==> config.mk <==
export PLATFORM = sky130hd
export DESIGN_NAME = serial_audio_port
export DESIGN_NICKNAME = d
export VERILOG_FILES = /design/src/rtl/sap_pkg.sv /design/src/rtl/sap_edge_sync.sv /design/src/rtl/sap_rx.sv /design/src/rtl/sap_tx.sv /design/src/rtl/serial_audio_port.sv
export SDC_FILE = /design/constraint.sdc
export NUM_CORES = 1
export LEC_CHECK = 0
export ABC_AREA = 1
export BUFFER_PORTS_ARGS = -buffer_cell sky130_fd_sc_hd__buf_2
export CAP_MARGIN = 20
export CORE_UTILIZATION = 59
export CTS_BUF_LIST = sky130_fd_sc_hd__clkbuf_2 sky130_fd_sc_hd__clkbuf_4 sky130_fd_sc_hd__clkbuf_8
export DETAILED_ROUTE_END_ITERATION = 10
export PLACE_DENSITY_LB_ADDON = 0.15
export REMOVE_ABC_BUFFERS = 1
export SYNTH_ARGS = -nofsm -noshare
export SYNTH_HDL_FRONTEND = slang
export SYNTH_SLANG_ARGS = --single-unit
==> constraint.sdc <==
create_clock -name clk -period 3.3 [get_ports clk]
set_input_delay 0.825 -clock clk [delete_from_list [all_inputs] [get_ports clk]]
set_output_delay 0.825 -clock clk [all_outputs]
set_load 0.05 [all_outputs]
==> src/rtl/sap_pkg.sv <==
package sap_pkg;

  typedef enum logic [2:0] {
    IN_I2S      = 3'd0,
    IN_LJ       = 3'd1,
    IN_RJ_FULL  = 3'd2,
    IN_RJ_MID   = 3'd3,
    IN_RJ_SHORT = 3'd4
  } in_fmt_e;

  // codes above the last defined framing fall back to I2S
  function automatic in_fmt_e decode_in(input logic [2:0] code);
    in_fmt_e f;
    if (code > 3'd4) f = IN_I2S;
    else             f = in_fmt_e'(code);
    return f;
  endfunction

endpackage

==> src/rtl/sap_edge_sync.sv <==
module sap_edge_sync #(
  parameter int SYNC_STAGES = 2
) (
  input  logic clk,
  input  logic rst,
  input  logic falling,
  input  logic bclk_i,
  input  logic lrck_i,
  input  logic sdin_i,
  output logic lrck_s,
  output logic sdin_s,
  output logic smp_pulse,
  output logic drv_pulse
);
  localparam int NSIG = 3;

  logic [NSIG-1:0] raw;
  logic [NSIG-1:0] synced;
  logic            bclk_d;
  logic            rise;
  logic            fall;

  assign raw = {sdin_i, lrck_i, bclk_i};

  for (genvar g = 0; g < NSIG; g++) begin : g_sync
    logic [SYNC_STAGES-1:0] chain;
    always_ff @(posedge clk) begin
      if (rst) chain <= '0;
      else     chain <= {chain[SYNC_STAGES-2:0], raw[g]};
    end
    assign synced[g] = chain[SYNC_STAGES-1];
  end

  always_ff @(posedge clk) begin
    if (rst) bclk_d <= 1'b0;
    else     bclk_d <= synced[0];
  end

  assign rise      = synced[0] & ~bclk_d;
  assign fall      = ~synced[0] & bclk_d;
  assign smp_pulse = falling ? fall : rise;
  assign drv_pulse = falling ? rise : fall;
  assign lrck_s    = synced[1];
  assign sdin_s    = synced[2];

endmodule

==> src/rtl/sap_rx.sv <==
module sap_rx
  import sap_pkg::*;
#(
  parameter int WORD_W = 20,
  parameter int SLOT_W = 32,
  parameter int CNT_W  = $clog2(SLOT_W) + 1
) (
  input  logic              clk,
  input  logic              rst,
  input  logic              smp_pulse,
  input  logic              lrck_s,
  input  logic              sdin_s,
  input  in_fmt_e           fmt,
  output logic [CNT_W-1:0]  slot_next,
  output logic              lr_last,
  output logic [WORD_W-1:0] rx_left,
  output logic [WORD_W-1:0] rx_right,
  output logic              rx_valid
);
  localparam int MID_W   = WORD_W - 2;
  localparam int SHORT_W = WORD_W - 4;
  localparam logic [CNT_W-1:0] LAST_IDX = CNT_W'(SLOT_W - 1);
  localparam logic [CNT_W-1:0] IDLE_IDX = '1;

  logic [CNT_W-1:0]  slot_cnt;
  logic [SLOT_W-2:0] shreg;
  logic [SLOT_W-1:0] word;
  logic [WORD_W-1:0] ext;
  logic [WORD_W-1:0] left_hold;
  logic              left_ok;
  logic              is_left;

  // slot position of the bit arriving at the next sampling edge
  always_comb begin
    if (lrck_s != lr_last)        slot_next = '0;
    else if (slot_cnt == IDLE_IDX) slot_next = IDLE_IDX;
    else                          slot_next = slot_cnt + 1'b1;
  end

  assign word    = {shreg, sdin_s};
  assign is_left = (fmt == IN_I2S) ? ~lrck_s : lrck_s;

  always_comb begin
    case (fmt)
      IN_LJ:       ext = word[SLOT_W-1 -: WORD_W];
      IN_RJ_FULL:  ext = word[WORD_W-1:0];
      IN_RJ_MID:   ext = {{(WORD_W-MID_W){word[MID_W-1]}}, word[MID_W-1:0]};
      IN_RJ_SHORT: ext = {{(WORD_W-SHORT_W){word[SHORT_W-1]}}, word[SHORT_W-1:0]};
      default:     ext = word[SLOT_W-2 -: WORD_W];
    endcase
  end

  always_ff @(posedge clk) begin
    if (rst) begin
      lr_last   <= 1'b0;
      slot_cnt  <= IDLE_IDX;
      shreg     <= '0;
      left_hold <= '0;
      left_ok   <= 1'b0;
      rx_left   <= '0;
      rx_right  <= '0;
      rx_valid  <= 1'b0;
    end else begin
      rx_valid <= 1'b0;
      if (smp_pulse) begin
        lr_last  <= lrck_s;
        slot_cnt <= slot_next;
        shreg    <= word[SLOT_W-2:0];
        if (slot_next == LAST_IDX) begin
          if (is_left) begin
            left_hold <= ext;
            left_ok   <= 1'b1;
          end else if (left_ok) begin
            rx_left  <= left_hold;
            rx_right <= ext;
            rx_valid <= 1'b1;
            left_ok  <= 1'b0;
          end
        end
      end
    end
  end

endmodule

==> src/rtl/sap_tx.sv <==
module sap_tx #(
  parameter int WORD_W = 20,
  parameter int SLOT_W = 32,
  parameter int CNT_W  = $clog2(SLOT_W) + 1
) (
  input  logic              clk,
  input  logic              rst,
  input  logic              drv_pulse,
  input  logic              lrck_s,
  input  logic              out_lj,
  input  logic [CNT_W-1:0]  slot_next,
  input  logic [WORD_W-1:0] tx_left,
  input  logic [WORD_W-1:0] tx_right,
  output logic              sdata_o
);
  localparam logic [CNT_W-1:0] WLEN = CNT_W'(WORD_W);

  logic [WORD_W-1:0] shadow;
  logic [WORD_W-1:0] fresh;
  logic [WORD_W-1:0] src;
  logic [WORD_W-1:0] shifted;
  logic              cur_left;
  logic              in_range;
  logic              first;
  logic              nxt_bit;

  assign first    = (slot_next == '0);
  assign cur_left = out_lj ? lrck_s : ~lrck_s;
  assign fresh    = cur_left ? tx_left : tx_right;
  assign src      = first ? fresh : shadow;

  always_comb begin
    if (out_lj) begin
      in_range = (slot_next < WLEN);
      shifted  = src << slot_next;
    end else begin
      in_range = !first && (slot_next <= WLEN);
      shifted  = src << (slot_next - 1'b1);
    end
    nxt_bit = in_range & shifted[WORD_W-1];
  end

  always_ff @(posedge clk) begin
    if (rst) begin
      shadow  <= '0;
      sdata_o <= 1'b0;
    end else if (drv_pulse) begin
      sdata_o <= nxt_bit;
      if (first) shadow <= fresh;
    end
  end

endmodule

==> src/rtl/serial_audio_port.sv <==
module serial_audio_port
  import sap_pkg::*;
#(
  parameter int WORD_W      = 20,
  parameter int SLOT_W      = 32,
  parameter int SYNC_STAGES = 2
) (
  input  logic              clk,
  input  logic              rst,
  input  logic              cfg_we,
  input  logic [7:0]        cfg_wdata,
  input  logic              bclk_i,
  input  logic              lrck_i,
  input  logic              sdata_i,
  output logic              sdata_o,
  input  logic [WORD_W-1:0] tx_left,
  input  logic [WORD_W-1:0] tx_right,
  output logic [WORD_W-1:0] rx_left,
  output logic [WORD_W-1:0] rx_right,
  output logic              rx_valid
);
  localparam int CNT_W = $clog2(SLOT_W) + 1;

  logic [2:0]       in_code_q;
  logic             out_lj_q;
  logic             falling_q;
  logic             unused_rsvd;
  logic             lrck_s;
  logic             sdin_s;
  logic             smp_pulse;
  logic             drv_pulse;
  logic             lr_last;
  logic [CNT_W-1:0] slot_next;
  in_fmt_e          in_fmt;

  assign unused_rsvd = ^cfg_wdata[7:5];

  always_ff @(posedge clk) begin
    if (rst) begin
      in_code_q <= 3'd0;
      out_lj_q  <= 1'b0;
      falling_q <= 1'b0;
    end else if (cfg_we) begin
      in_code_q <= cfg_wdata[2:0];
      out_lj_q  <= cfg_wdata[3];
      falling_q <= cfg_wdata[4];
    end
  end

  assign in_fmt = decode_in(in_code_q);

  sap_edge_sync #(.SYNC_STAGES(SYNC_STAGES)) u_edge (
    .clk       (clk),
    .rst       (rst),
    .falling   (falling_q),
    .bclk_i    (bclk_i),
    .lrck_i    (lrck_i),
    .sdin_i    (sdata_i),
    .lrck_s    (lrck_s),
    .sdin_s    (sdin_s),
    .smp_pulse (smp_pulse),
    .drv_pulse (drv_pulse)
  );

  sap_rx #(.WORD_W(WORD_W), .SLOT_W(SLOT_W), .CNT_W(CNT_W)) u_rx (
    .clk       (clk),
    .rst       (rst),
    .smp_pulse (smp_pulse),
    .lrck_s    (lrck_s),
    .sdin_s    (sdin_s),
    .fmt       (in_fmt),
    .slot_next (slot_next),
    .lr_last   (lr_last),
    .rx_left   (rx_left),
    .rx_right  (rx_right),
    .rx_valid  (rx_valid)
  );

  sap_tx #(.WORD_W(WORD_W), .SLOT_W(SLOT_W), .CNT_W(CNT_W)) u_tx (
    .clk       (clk),
    .rst       (rst),
    .drv_pulse (drv_pulse),
    .lrck_s    (lrck_s),
    .out_lj    (out_lj_q),
    .slot_next (slot_next),
    .tx_left   (tx_left),
    .tx_right  (tx_right),
    .sdata_o   (sdata_o)
  );

endmodule

==> results by group <==
Detailed routing
  – Vias per cell: 5.30
  – Antenna viol nets, final: 0
  – Vias: 5951
  – First-pass DRT Iterations: 5
  – DR iter-0 viols: 304
  – Final WL: 14.3 mm
  – Drt drc: 0
  – Routed wire per std cell: 12.7 um

Floorplanning
  – Die Ht: 106 um
  – CORE AREA: 10400 um2
  – Initial Utilization: 0.610
  – Num rows: 37
  – Die width: 106 um
  – Number of I/O pins: 96
  – Die Area: 11100 um2

Layout
  – Diode count: 0
  – Design area: 7260 um2
  – Most frequent cells in the layout: nand2_1, dfxtp_1, inv_1, buf_2, a21oi_1
  – Final nets: 1031
  – P&R area growth vs syn: 14.6%
  – Most common cell after layout, fill and taps aside: nand2_1
  – Fin util: 0.700
  – Layout cells sized above 1: 0.177

Placement
  – Post-DP HPWL: 9.13 mm
  – Dpl cell area: 6820 um2
  – Placer Congestion: 0.865
  – Port bufs: 92

Timing
  – Max transition margin: 0.494
  – Setup Skew: 11.0 ps
  – Final period utilization: 0.843
  – Slew Limit Fails: 0
  – Fmax: 0.359 GHz
  – RSZ-0062 raised after global routing: no
  – Fin. Hold Viols: 0
  – Fin Hold WS: 406 ps
  – Final Setup Violations: 0
  – Slew @ Worst Pin: 757 ps
  – Post-route setup TNS: 0 ps
  – Min Tclk post-route: 2780 ps

Clock tree
  – Clock sink count: 133
  – Cts hold-fix bufs: 0
  – CTS Root Cell: clkbuf_8
  – Max Root-Sink Buffers: 2
  – Reg clk slew, reported paths: 80 ps
  – Clock latency at the later pin of the worst-skew pair: 440 ps
  – CTS Buf Count: 17
  – CTS tree: done
  – Postcts setup bufs: 0
  – Resized cells post-CTS: 0
  – H-tree Lvls: 4

Worst setup path
  – Max FO, Critical Path: 5
  – Delay-heaviest family, CP: simple AND/OR/NAND/NOR gates
  – Most used cell, CP: nand2_1
  – Max incr delay on CP: 440 ps
  – Startpoint Class: register
  – Crit Path Category: reg2reg
  – Critical path buffers and inverters: 3
  – Reg-to-reg startpoint: u_rx.slot_cnt[0]$_SDFFE_PP1P_
  – Crit. End Element: register
  – FF-to-FF End: u_tx.sdata_o$_SDFFE_PP0P_
  – R2r worst-path depth: 17
  – Critical path, cell by cell: ha_1 -> nand2_1 -> inv_1 -> nand2_1 -> a21boi_2 -> inv_1 -> ha_1 -> or2_2 -> o21ai_1 -> inv_1 -> nand3_1 -> nand3_1 -> nand3_1 -> nand2_1 -> nand2_1 -> nand2_1 -> a21oi_1
  – WP data arrival: 3150 ps
  – Critical Path Slowest Stage Cell: dfxtp_1
  – Req. time, crit path: 3670 ps
  – R2R Setup Slk: 520 ps

Worst hold path
  – Min-delay src: u_edge.g_sync[2].chain[0]$_SDFF_PP0_
  – Hold EP: u_edge.g_sync[2].chain[1]$_SDFF_PP0_
  – Hold depth: 2
  – Hold Path Class: reg2reg

Synth
  – Sequential area share after synthesis: 0.421
  – Yosys warning count: 0
  – Main area contributors after synthesis: dfxtp_1, nand2_1, a21oi_1, inv_1, o21ai_0
  – Yosys cell types: 41
  – Post-Syn Area: 6330 um2
  – Synth Register Bits: 133
  – Synth Instances: 896
  – Top cell type's share of synthesized area: 0.421
  – Average size of a mapped cell: 7.06 um2
  – Cell taking the most area after synthesis: dfxtp_1

Outcome
  – Status: finished clean

Power and ir drop
  – Power Dens Cells: 515 nW/um2
  – Leak Pwr: 3.41 nW
  – Peak VDD IR: 0.000510 V
  – Power, Total: 3.73 mW

Global route
  – Largest net degree at the start of global routing: 81
  – Vias in the first global route: 5653
  – Initial antenna violation count: 0
  – GRT overflow: 0
  – GR Util All Layers: 0.274
  – First-pass GRT wire length: 24.5 mm

Flow run
  – Max-Cap Viols: 0
-- final cells by class --
cell class / count / area [um2]
clock buffer: 19 / 262
clock inverter: 13 / 170
fill: 948 / 3110
inverter: 124 / 465
multi-input combinational: 590 / 2950
sequential: 133 / 2660
tap: 136 / 170
timing repair buffer: 107 / 573
-- registers in the layout (all words and copies together) (netlist names) --
register and count:
u_rx.rx_right 20, falling_q 1, in_code_q 3, u_tx.sdata_o 1, u_rx.rx_left 20, u_rx.shreg 31, out_lj_q 1, u_rx.rx_valid 1
u_edge.g_sync.chain 6, u_rx.lr_last 1, u_rx.slot_cnt 6, u_edge.bclk_d 1, u_tx.shadow 20, u_rx.left_ok 1, u_rx.left_hold 20
-- cells in the mapped netlist, drive strengths merged --
cell type and count:
a211o 1, a211oi 2, a21boi 1, a21oi 85
buf 20, clkbuf 29, clkinv 2, dfxtp 133
ha 4, inv 122, mux2 5, nand2 230
nand3 60, nand3b 2, nand4 19, nor2 62
nor3 2, nor3b 1, o211ai 19, o21ai 67
o21bai 4, o221ai 18, o22ai 2, o31ai 1
or2 2, xor2 3
-- worst max-delay path by stage --
stage	depth (start not counted)	start	slack (ps)	endpoint
finish	17	u_rx.slot_cnt[0]$_SDFFE_PP1P_	520	u_tx.sdata_o$_SDFFE_PP0P_
global route	20	u_rx.slot_cnt[0]$_SDFFE_PP1P_	180	u_tx.sdata_o$_SDFFE_PP0P_
detailed placement	17	u_rx.slot_cnt[0]$_SDFFE_PP1P_	580	u_tx.sdata_o$_SDFFE_PP0P_
global placement	20	u_rx.slot_cnt[0]$_SDFFE_PP1P_	640	u_tx.sdata_o$_SDFFE_PP0P_
CTS	17	u_rx.slot_cnt[0]$_SDFFE_PP1P_	520	u_tx.sdata_o$_SDFFE_PP0P_
floorplan	11	u_rx.slot_cnt[0]$_SDFFE_PP1P_	300	u_rx.rx_right[19]$_SDFFE_PP0P_
-- through the flow --
step | setup WS, ps | std cells
after floorplan | 295 | 847
after global placement | 640 | 1090
after detailed placement | 583 | 1090
after CTS | 521 | 1122
after global routing | 183 | 1122
final | 518 | 1122
-- power by group --
part	internal, mW	switching [mW]
clock	0.799	0.661
sequential	1.65	0.0313
combinational	0.202	0.391
-- kinds of logic (layout without fill, tap and decap cells) --
| kind of cell | count (synthesis) | after routing | share of synthesized area |
|---|---|---|---|
| simple gates | 378 | 378 | 0.264 |
| fa+ha+maj | 4 | 4 | 0.00791 |
| compound gates | 200 | 200 | 0.182 |
| buf+inv | 173 | 263 | 0.113 |
| mux | 5 | 5 | 0.00889 |
| flops | 133 | 133 | 0.421 |
| xor+xnor | 3 | 3 | 0.00415 |
-- tightest hold or removal path: stages (launching register included) --
cell     delay (ps)
dfxtp_1         300
inv_1            40
nor2_1           30
-- routing by layer --
metal	routed length [um]	track usage	share of wire
met1	6320	0.313	0.44
met2	7000	0.500	0.49
met3	759	0.0600	0.053
met4	207	0.0992	0.014
met5	0	0	0
(Power assumes the default switching activity.)
